--- config.mk ---
export PLATFORM = sky130hd
export DESIGN_NAME = seq_code_lock
export DESIGN_NICKNAME = d
export VERILOG_FILES = /design/src/rtl/lock_pkg.sv /design/src/rtl/lock_sym_match.sv /design/src/rtl/lock_fsm.sv /design/src/rtl/lock_outreg.sv /design/src/rtl/seq_code_lock.sv
export SDC_FILE = /design/constraint.sdc
export NUM_CORES = 1
export LEC_CHECK = 0
export ABC_CLOCK_PERIOD_IN_PS = 2000
export BUFFER_PORTS_ARGS = -buffer_cell sky130_fd_sc_hd__buf_4
export CORE_AREA = 8 8 45 47
export DETAILED_ROUTE_END_ITERATION = 8
export DIE_AREA = 0 0 53 55
export SYNTH_ARGS = -nofsm -noshare
export SYNTH_HDL_FRONTEND = slang
export SYNTH_SLANG_ARGS = --single-unit
--- constraint.sdc ---
create_clock -name clk -period 2 [get_ports clk]
set_input_delay 0 -clock clk [delete_from_list [all_inputs] [get_ports clk]]
set_output_delay 0 -clock clk [all_outputs]
set_load 0.005 [all_outputs]
--- src/rtl/lock_pkg.sv ---
package lock_pkg;
  // Width of the step counter; supports passwords up to 15 symbols.
  localparam int unsigned CNT_W = 4;

  typedef enum logic {
    PATH_OK  = 1'b0,
    PATH_ERR = 1'b1
  } path_e;

  typedef struct packed {
    path_e            path;
    logic [CNT_W-1:0] depth;
  } lock_state_t;

  localparam lock_state_t START_STATE = '{path: PATH_OK, depth: '0};

  // True when the state is a final one (all symbols taken).
  function automatic logic is_final(lock_state_t s, int unsigned steps);
    return s.depth == CNT_W'(steps);
  endfunction

  // Advance one symbol along the current path, or fork into the error path.
  function automatic lock_state_t advance(lock_state_t s, logic good);
    lock_state_t r;
    r.depth = s.depth + 1'b1;
    r.path  = (s.path == PATH_OK && good) ? PATH_OK : PATH_ERR;
    return r;
  endfunction
endpackage

--- src/rtl/lock_sym_match.sv ---
module lock_sym_match
  import lock_pkg::*;
#(
  parameter int unsigned SYM_W = 2,
  parameter int unsigned STEPS = 4,
  parameter logic [STEPS*SYM_W-1:0] CODE = '0
) (
  input  logic [SYM_W-1:0] sym,
  input  logic [CNT_W-1:0] depth,
  output logic             match
);
  localparam int unsigned CODE_W = STEPS * SYM_W;

  logic [SYM_W-1:0] per_step [STEPS];

  generate
    for (genvar i = 0; i < STEPS; i++) begin : g_slot
      assign per_step[i] = CODE[i*SYM_W +: SYM_W];
    end
  endgenerate

  logic [SYM_W-1:0] want;
  always_comb begin
    want = '0;
    for (int i = 0; i < STEPS; i++) begin
      if (depth == CNT_W'(i)) want = per_step[i];
    end
  end

  assign match = (sym == want) && (CODE_W != 0);
endmodule

--- src/rtl/lock_fsm.sv ---
module lock_fsm
  import lock_pkg::*;
#(
  parameter int unsigned STEPS = 4
) (
  input  logic        clk,
  input  logic        rst_n,
  input  logic        strobe,
  input  logic        restart,
  input  logic        match,
  output lock_state_t cur,
  output lock_state_t nxt,
  output logic        step_ok,
  output logic        step_bad,
  output logic        err_adv,
  output logic        restart_take
);
  logic term;
  logic live;

  assign term         = is_final(cur, STEPS);
  assign live         = strobe && !term;
  assign restart_take = restart && term;
  assign step_ok      = live && cur.path == PATH_OK && match;
  assign step_bad     = live && cur.path == PATH_OK && !match;
  assign err_adv      = live && cur.path == PATH_ERR;

  always_comb begin
    nxt = cur;
    if (restart_take)
      nxt = START_STATE;
    else if (live)
      nxt = advance(cur, step_ok);
  end

  always_ff @(posedge clk) begin
    if (!rst_n) cur <= START_STATE;
    else        cur <= nxt;
  end
endmodule

--- src/rtl/lock_outreg.sv ---
module lock_outreg
  import lock_pkg::*;
#(
  parameter int unsigned STEPS = 4
) (
  input  logic        clk,
  input  logic        rst_n,
  input  lock_state_t nxt,
  output logic        open_o,
  output logic        error_o
);
  logic fin;
  assign fin = is_final(nxt, STEPS);

  always_ff @(posedge clk) begin
    if (!rst_n) begin
      open_o  <= 1'b0;
      error_o <= 1'b0;
    end else begin
      open_o  <= fin && nxt.path == PATH_OK;
      error_o <= fin && nxt.path == PATH_ERR;
    end
  end
endmodule

--- src/rtl/seq_code_lock.sv ---
module seq_code_lock
  import lock_pkg::*;
#(
  parameter int unsigned SYM_W = 2,
  parameter int unsigned STEPS = 4,
  parameter logic [STEPS*SYM_W-1:0] CODE = 8'b00_11_01_10
) (
  input  logic             clk,
  input  logic             rst_n,
  input  logic             strobe,
  input  logic [SYM_W-1:0] keys,
  input  logic             restart,
  output logic             open_o,
  output logic             error_o
);
  lock_state_t      cur_w;
  lock_state_t      nxt_w;
  logic             match_w;
  logic             step_ok_w;
  logic             step_bad_w;
  logic             err_adv_w;
  logic             restart_take_w;
  logic             in_err_w;
  logic [CNT_W-1:0] depth_w;

  assign in_err_w = cur_w.path == PATH_ERR;
  assign depth_w  = cur_w.depth;

  lock_sym_match #(.SYM_W(SYM_W), .STEPS(STEPS), .CODE(CODE)) u_match (
    .sym   (keys),
    .depth (cur_w.depth),
    .match (match_w)
  );

  lock_fsm #(.STEPS(STEPS)) u_fsm (
    .clk          (clk),
    .rst_n        (rst_n),
    .strobe       (strobe),
    .restart      (restart),
    .match        (match_w),
    .cur          (cur_w),
    .nxt          (nxt_w),
    .step_ok      (step_ok_w),
    .step_bad     (step_bad_w),
    .err_adv      (err_adv_w),
    .restart_take (restart_take_w)
  );

  lock_outreg #(.STEPS(STEPS)) u_out (
    .clk     (clk),
    .rst_n   (rst_n),
    .nxt     (nxt_w),
    .open_o  (open_o),
    .error_o (error_o)
  );
endmodule

======== After elaboration in Yosys (flattened, before gate mapping) ========
Cells that the tools add are included.
storage, ports and cells
  register bits ........................... 7
  bits of input ports ..................... 6
  output and inout port bits .............. 2
  logic and storage cells ................. 29
operators by class
  add/sub/neg operators ................... 1
  equality and inequality tests ........... 6
  muxes and demuxes ....................... 7
  bitwise operators ....................... 2
  reductions and logical operators ........ 9
operators by type and width
  kind                 number
  $mux 5               2
  $eq 4x2->1 const B   2
  $eq 4x3->1 const B   2
  $mux 2               4
  $logic_and 1x1->1    7
  $add 4x1->4 const B  1
  $eq 4x1->1 const B   1
  $logic_not 4->1      1
  $eq 2x2->1           1
  $not 1->1            2
  $logic_not 1->1      1
  $mux 1               1

======== Depth between registers and ports, before layout ========
  word-level depth ........................ 13
  depth in mapped cells ................... 7
  mapped depth without buffers ............ 7

======== Hierarchy ========
A second synthesis with hierarchy kept.
unflattened totals
  cells, all modules ...................... 54
  area, all modules ....................... 478.0 µm²
by module, submodules not included
  module          times used  cells each  area an instance (µm²)
  lock_fsm        1           40          344.1
  lock_outreg     1           7           76.3
  lock_sym_match  1           7           57.6

======== Worst setup path before layout ========
Ideal clock, no wire load.
  kind .................................... register to register
  from .................................... register u_fsm.cur[0] (netlist bit)
  to ...................................... register u_out.error_o
  arrival time ............................ 1,518 ps
  required time ........................... 1,927 ps
  setup slack ............................. 410 ps
  cell stages (with the launch flop) ...... 8
  buffers on the path ..................... 0
  period minus slack after synthesis ...... 1,590 ps
  cells stage by stage .................... dfxtp_1 > inv_1 > ha_1 > nor2b_1 > nand2_1 > o21ai_0 > a2111o_1 > nor3b_2
between the ends
  word-level cells in the longest chain between the ends .. 12
RTL lines
  what                    line                  source
  from (decl)             lock_fsm.sv:11        output lock_state_t cur,
  from (signal assigned)  lock_fsm.sv:38        else cur <= nxt;
  $logic_not 4->1         lock_sym_match.sv:26  if (depth == CNT_W'(i)) want = per_step[i];
  $mux 2 (4 in a row)     lock_sym_match.sv:26
  $eq 2x2->1              lock_sym_match.sv:30  assign match = (sym == want) && (CODE_W != 0);
  $logic_and 1x1->1       lock_fsm.sv:24        assign step_ok = live && cur.path == PATH_OK && match;
  $logic_and 1x1->1       lock_pkg.sv:26        r.path = (s.path == PATH_OK && good) ? PATH_OK : PATH_ERR;
  $mux 1                  lock_pkg.sv:26
  $mux 5                  lock_fsm.sv:32        else if (live)
  $mux 5 *                lock_fsm.sv:30        if (restart_take)
  $logic_and 1x1->1 *     lock_outreg.sv:21     error_o <= fin && nxt.path == PATH_ERR;
  to (signal assigned)    lock_outreg.sv:18     error_o <= 1'b0;
  to (signal assigned)    lock_outreg.sv:21
  to (decl)               lock_outreg.sv:10     output logic error_o
Every way passes the cells marked *; elsewhere a longest branch is shown, timed or not.
A chain may end at the register's enable or synchronous reset.

======== Final worst setup path ========
Same ends and word-level chain as after synthesis.

==> flow_summary.json <==
{
  "drc_errors": 0,
  "critPathSlowestCell": "dfxtp_1",
  "crit_family": "compound AO/OA/AOI/OAI gates",
  "grt_pass1_vias": 328,
  "synth_compound_gate_area_share": 0.158,
  "area_growth_pct": 26.9,
  "max_cap_violations": 0,
  "p_leak_uw": 0.000223,
  "cts_root_buf": "clkbuf_4",
  "synth_area_leaders": "dfxtp_1, ha_1, nor2_1",
  "max_freq_mhz": 553,
  "synth_xor_xnor_area_share": 0.0650,
  "path_max_fanout": 5,
  "cts_resized": 0,
  "crit_path_end_kind": "flop",
  "worst-path-buf-inv": 1,
  "whs_path_depth": 3,
  "slew_viol_final": 0,
  "critical_path.cell_chain": "inv_1 -> ha_1 -> nor2b_1 -> nand2_1 -> o21ai_0 -> a2111o_1 -> nor3b_2",
  "cp-start-kind": "flop",
  "die_w_um": 53,
  "grt_max_degree": 7,
  "netlist_top_cells_count": "dfxtp_1, nor2_1, ha_1, inv_1, nand2_1",
  "maxSlewHeadroom": 0.678,
  "hpwl_um": 623,
  "fin_worst_skew_ns": 0.00660,
  "cts_buffer_depth": 2,
  "synthMuxAreaShare": 0.0248,
  "final.setup.tns_ns": 0,
  "critPathKind": "reg -> reg",
  "clock-sinks": 7,
  "track_usage": 0.0623,
  "io_pins": 8,
  "finalCriticalPeriod_ns": 1.81,
  "min_from": "strobe",
  "place_inst": 71,
  "initial_core_util": 0.292,
  "hold_violations": 0,
  "critPathArrivalTime_ns": 1.98,
  "setup_viol": 0,
  "report.power.total_uw": 357,
  "yosys.area_share.adder": 0.124,
  "grt_setup_unrepaired": "no",
  "required_ns": 2.17,
  "antenna_found_initial": 0,
  "syn_nets": 58,
  "routedWlPerCell_um": 10.3,
  "synth-seq-cells": 7,
  "outcome": "complete, no violations",
  "synth.distinct_cells": 22,
  "hold_path_class": "in -> reg",
  "grt_pass1_wl_um": 1350,
  "maxUsedRoutingLayer": "met3",
  "synth_top_area_cell": "dfxtp_1",
  "synth.top_cell.area_share": 0.347,
  "routed_via_density": 4.72,
  "avgSynthCellArea_um2": 8.42,
  "ys_warn_count": 0,
  "wl_met1_um": 369,
  "grt_overflow": 0,
  "diodes": 0,
  "routed-wl-met3_um": 62,
  "synth_top_family_by_area": "simple AND/OR/NAND/NOR gates",
  "synth_edf_count": 0,
  "drtIter0Drc": 9,
  "worstHoldEndpoint": "u_fsm.cur[1]",
  "gp_congestion": 0.767,
  "vias": 359,
  "nNetsFinal": 71,
  "ys_seq_area_frac": 0.347,
  "synth_simple_gate_area_frac": 0.245,
  "slowest_delay_ns": 0.40,
  "io_buffers": 7,
  "dr.pass1.iters": 4,
  "ant_nets": 0,
  "final_cells": 76,
  "period_share": 0.904,
  "tightest_slew_ns": 0.478,
  "rows": 14,
  "irDropWorstVdd_uv": 350,
  "fillers": 151,
  "cts.clk_slew.worst_paths_ns": 0.05,
  "power_density_nw_per_um2": 696,
  "synth.most_common_cell": "dfxtp_1",
  "reg2regPathDepth": 7,
  "drive_gt1_frac": 0.200,
  "r2r_start": "u_fsm.cur[0]",
  "die_area_um2": 2920,
  "syn_area_um2": 404,
  "synthFlopType": "dfxtp_1",
  "rrSetupSlack_ns": 0.19,
  "cts_tree": "built",
  "drt-total-wl_um": 784,
  "fp.dieH_um": 55,
  "core_region_area_um2": 1380,
  "wl_met2_um": 352,
  "cts-buffers-inserted": 3,
  "ys_async_sr_fraction": 0,
  "htree_levels": 1,
  "clk_latency_ns": 0.25,
  "synth_cells": 48,
  "rr_endpoint": "u_out.error_o"
}
==> cell usage in the layout (no fill, tap or decap) <==
cell type,netlist,routed
a211oi_1,1,1
nor2_1,5,5
dfxtp_1,7,7
xor2_1,2,2
nor3_1,3,3
nand3_1,1,1
nor3b_2,1,1
xnor2_1,1,1
mux2i_1,1,1
a21oi_1,2,2
nand2_1,4,4
clkbuf_1,0,1
and2_2,1,1
inv_1,4,4
buf_4,0,7
dlygate4sd3_1,0,1
o22ai_1,1,1
nand4_1,1,1
clkbuf_4,0,3
nor2b_1,2,2
and2_1,1,1
ha_1,4,4
o21ai_0,3,3
a21o_1,1,1
a31oi_1,1,1
a2111o_1,1,1
==> cell type report <==
type,count,area (um^2),share of cell area
Multi-Input combinational cell,37,249,0.485
Sequential cell,7,140,0.273
Clock buffer,4,26.3,0.0512
Timing Repair Buffer,8,62.6,0.122
Tap cell,16,20.0,0.0390
Inverter,4,15.0,0.0293
==> power by group <==
group          switching [uW]  leakage [uW]  internal [uW]
Combinational            40.4      0.000151           37.5
Clock                    47.8     0.0000150           75.9
Sequential               7.73     0.0000571            148
==> registers in the layout (all words and copies together) (netlist names) <==
register       count
u_fsm.cur          5
u_out.error_o      1
u_out.open_o       1
==> worst max-delay path by stage <==
stage / from / end / slack, ns / cells past startpoint
CTS: u_fsm.cur[0] / u_out.error_o / 0.19 / 7
finish: u_fsm.cur[0] / u_out.error_o / 0.19 / 7
global route: u_fsm.cur[0] / u_out.error_o / 0.001 / 7
global placement: u_fsm.cur[0] / u_out.error_o / 0.20 / 7
detailed placement: u_fsm.cur[0] / u_out.error_o / 0.21 / 7
floorplan: u_fsm.cur[0] / u_out.error_o / 0.41 / 7
==> per-stage QoR <==
stage / setup slack, ns / util / cell area [um^2] / hold slack (ns)
3_3_place_gp: 0.198 / 0.344 / 477 / 0.219
2_1_floorplan: 0.410 / - / 404 / 0.122
6_report: 0.191 / 0.371 / 513 / 0.0787
5_1_grt: 0.000951 / 0.371 / 513 / 0.0634
3_5_place_dp: 0.207 / 0.344 / 477 / 0.227
4_1_cts: 0.188 / 0.371 / 513 / 0.0651
==> worst min-delay path: cells and delay by family <==
family                 cells  cell delay, ns
AO/OA/AOI/OAI              1            0.06
buffers and inverters      1            0.13
AND/OR/NAND/NOR            1            0.08
==> kinds of logic after synthesis <==
group | count (synthesis)
simple gates | 19
compound gates | 10
flops | 7
buf+inv | 4
fa+ha+maj | 4
xor+xnor | 3
mux | 1
==> what timing repair did <==
action,CTS,global route
hold buffers,1,0
endpoints found under the setup margin,0,0
hold endpoints to repair,2,0
buffers inserted,0,0
==> routing by layer <==
| layer | track usage | vias up |
|---|---|---|
| met1 | 0.0639 | 161 |
| met3 | 0.0401 | 0 |
| met2 | 0.0996 | 9 |
| met5 | 0 | - |
| li1 | - | 189 |
| met4 | 0.0259 | 0 |
No activity file was read; power rests on OpenSTA's default activity.
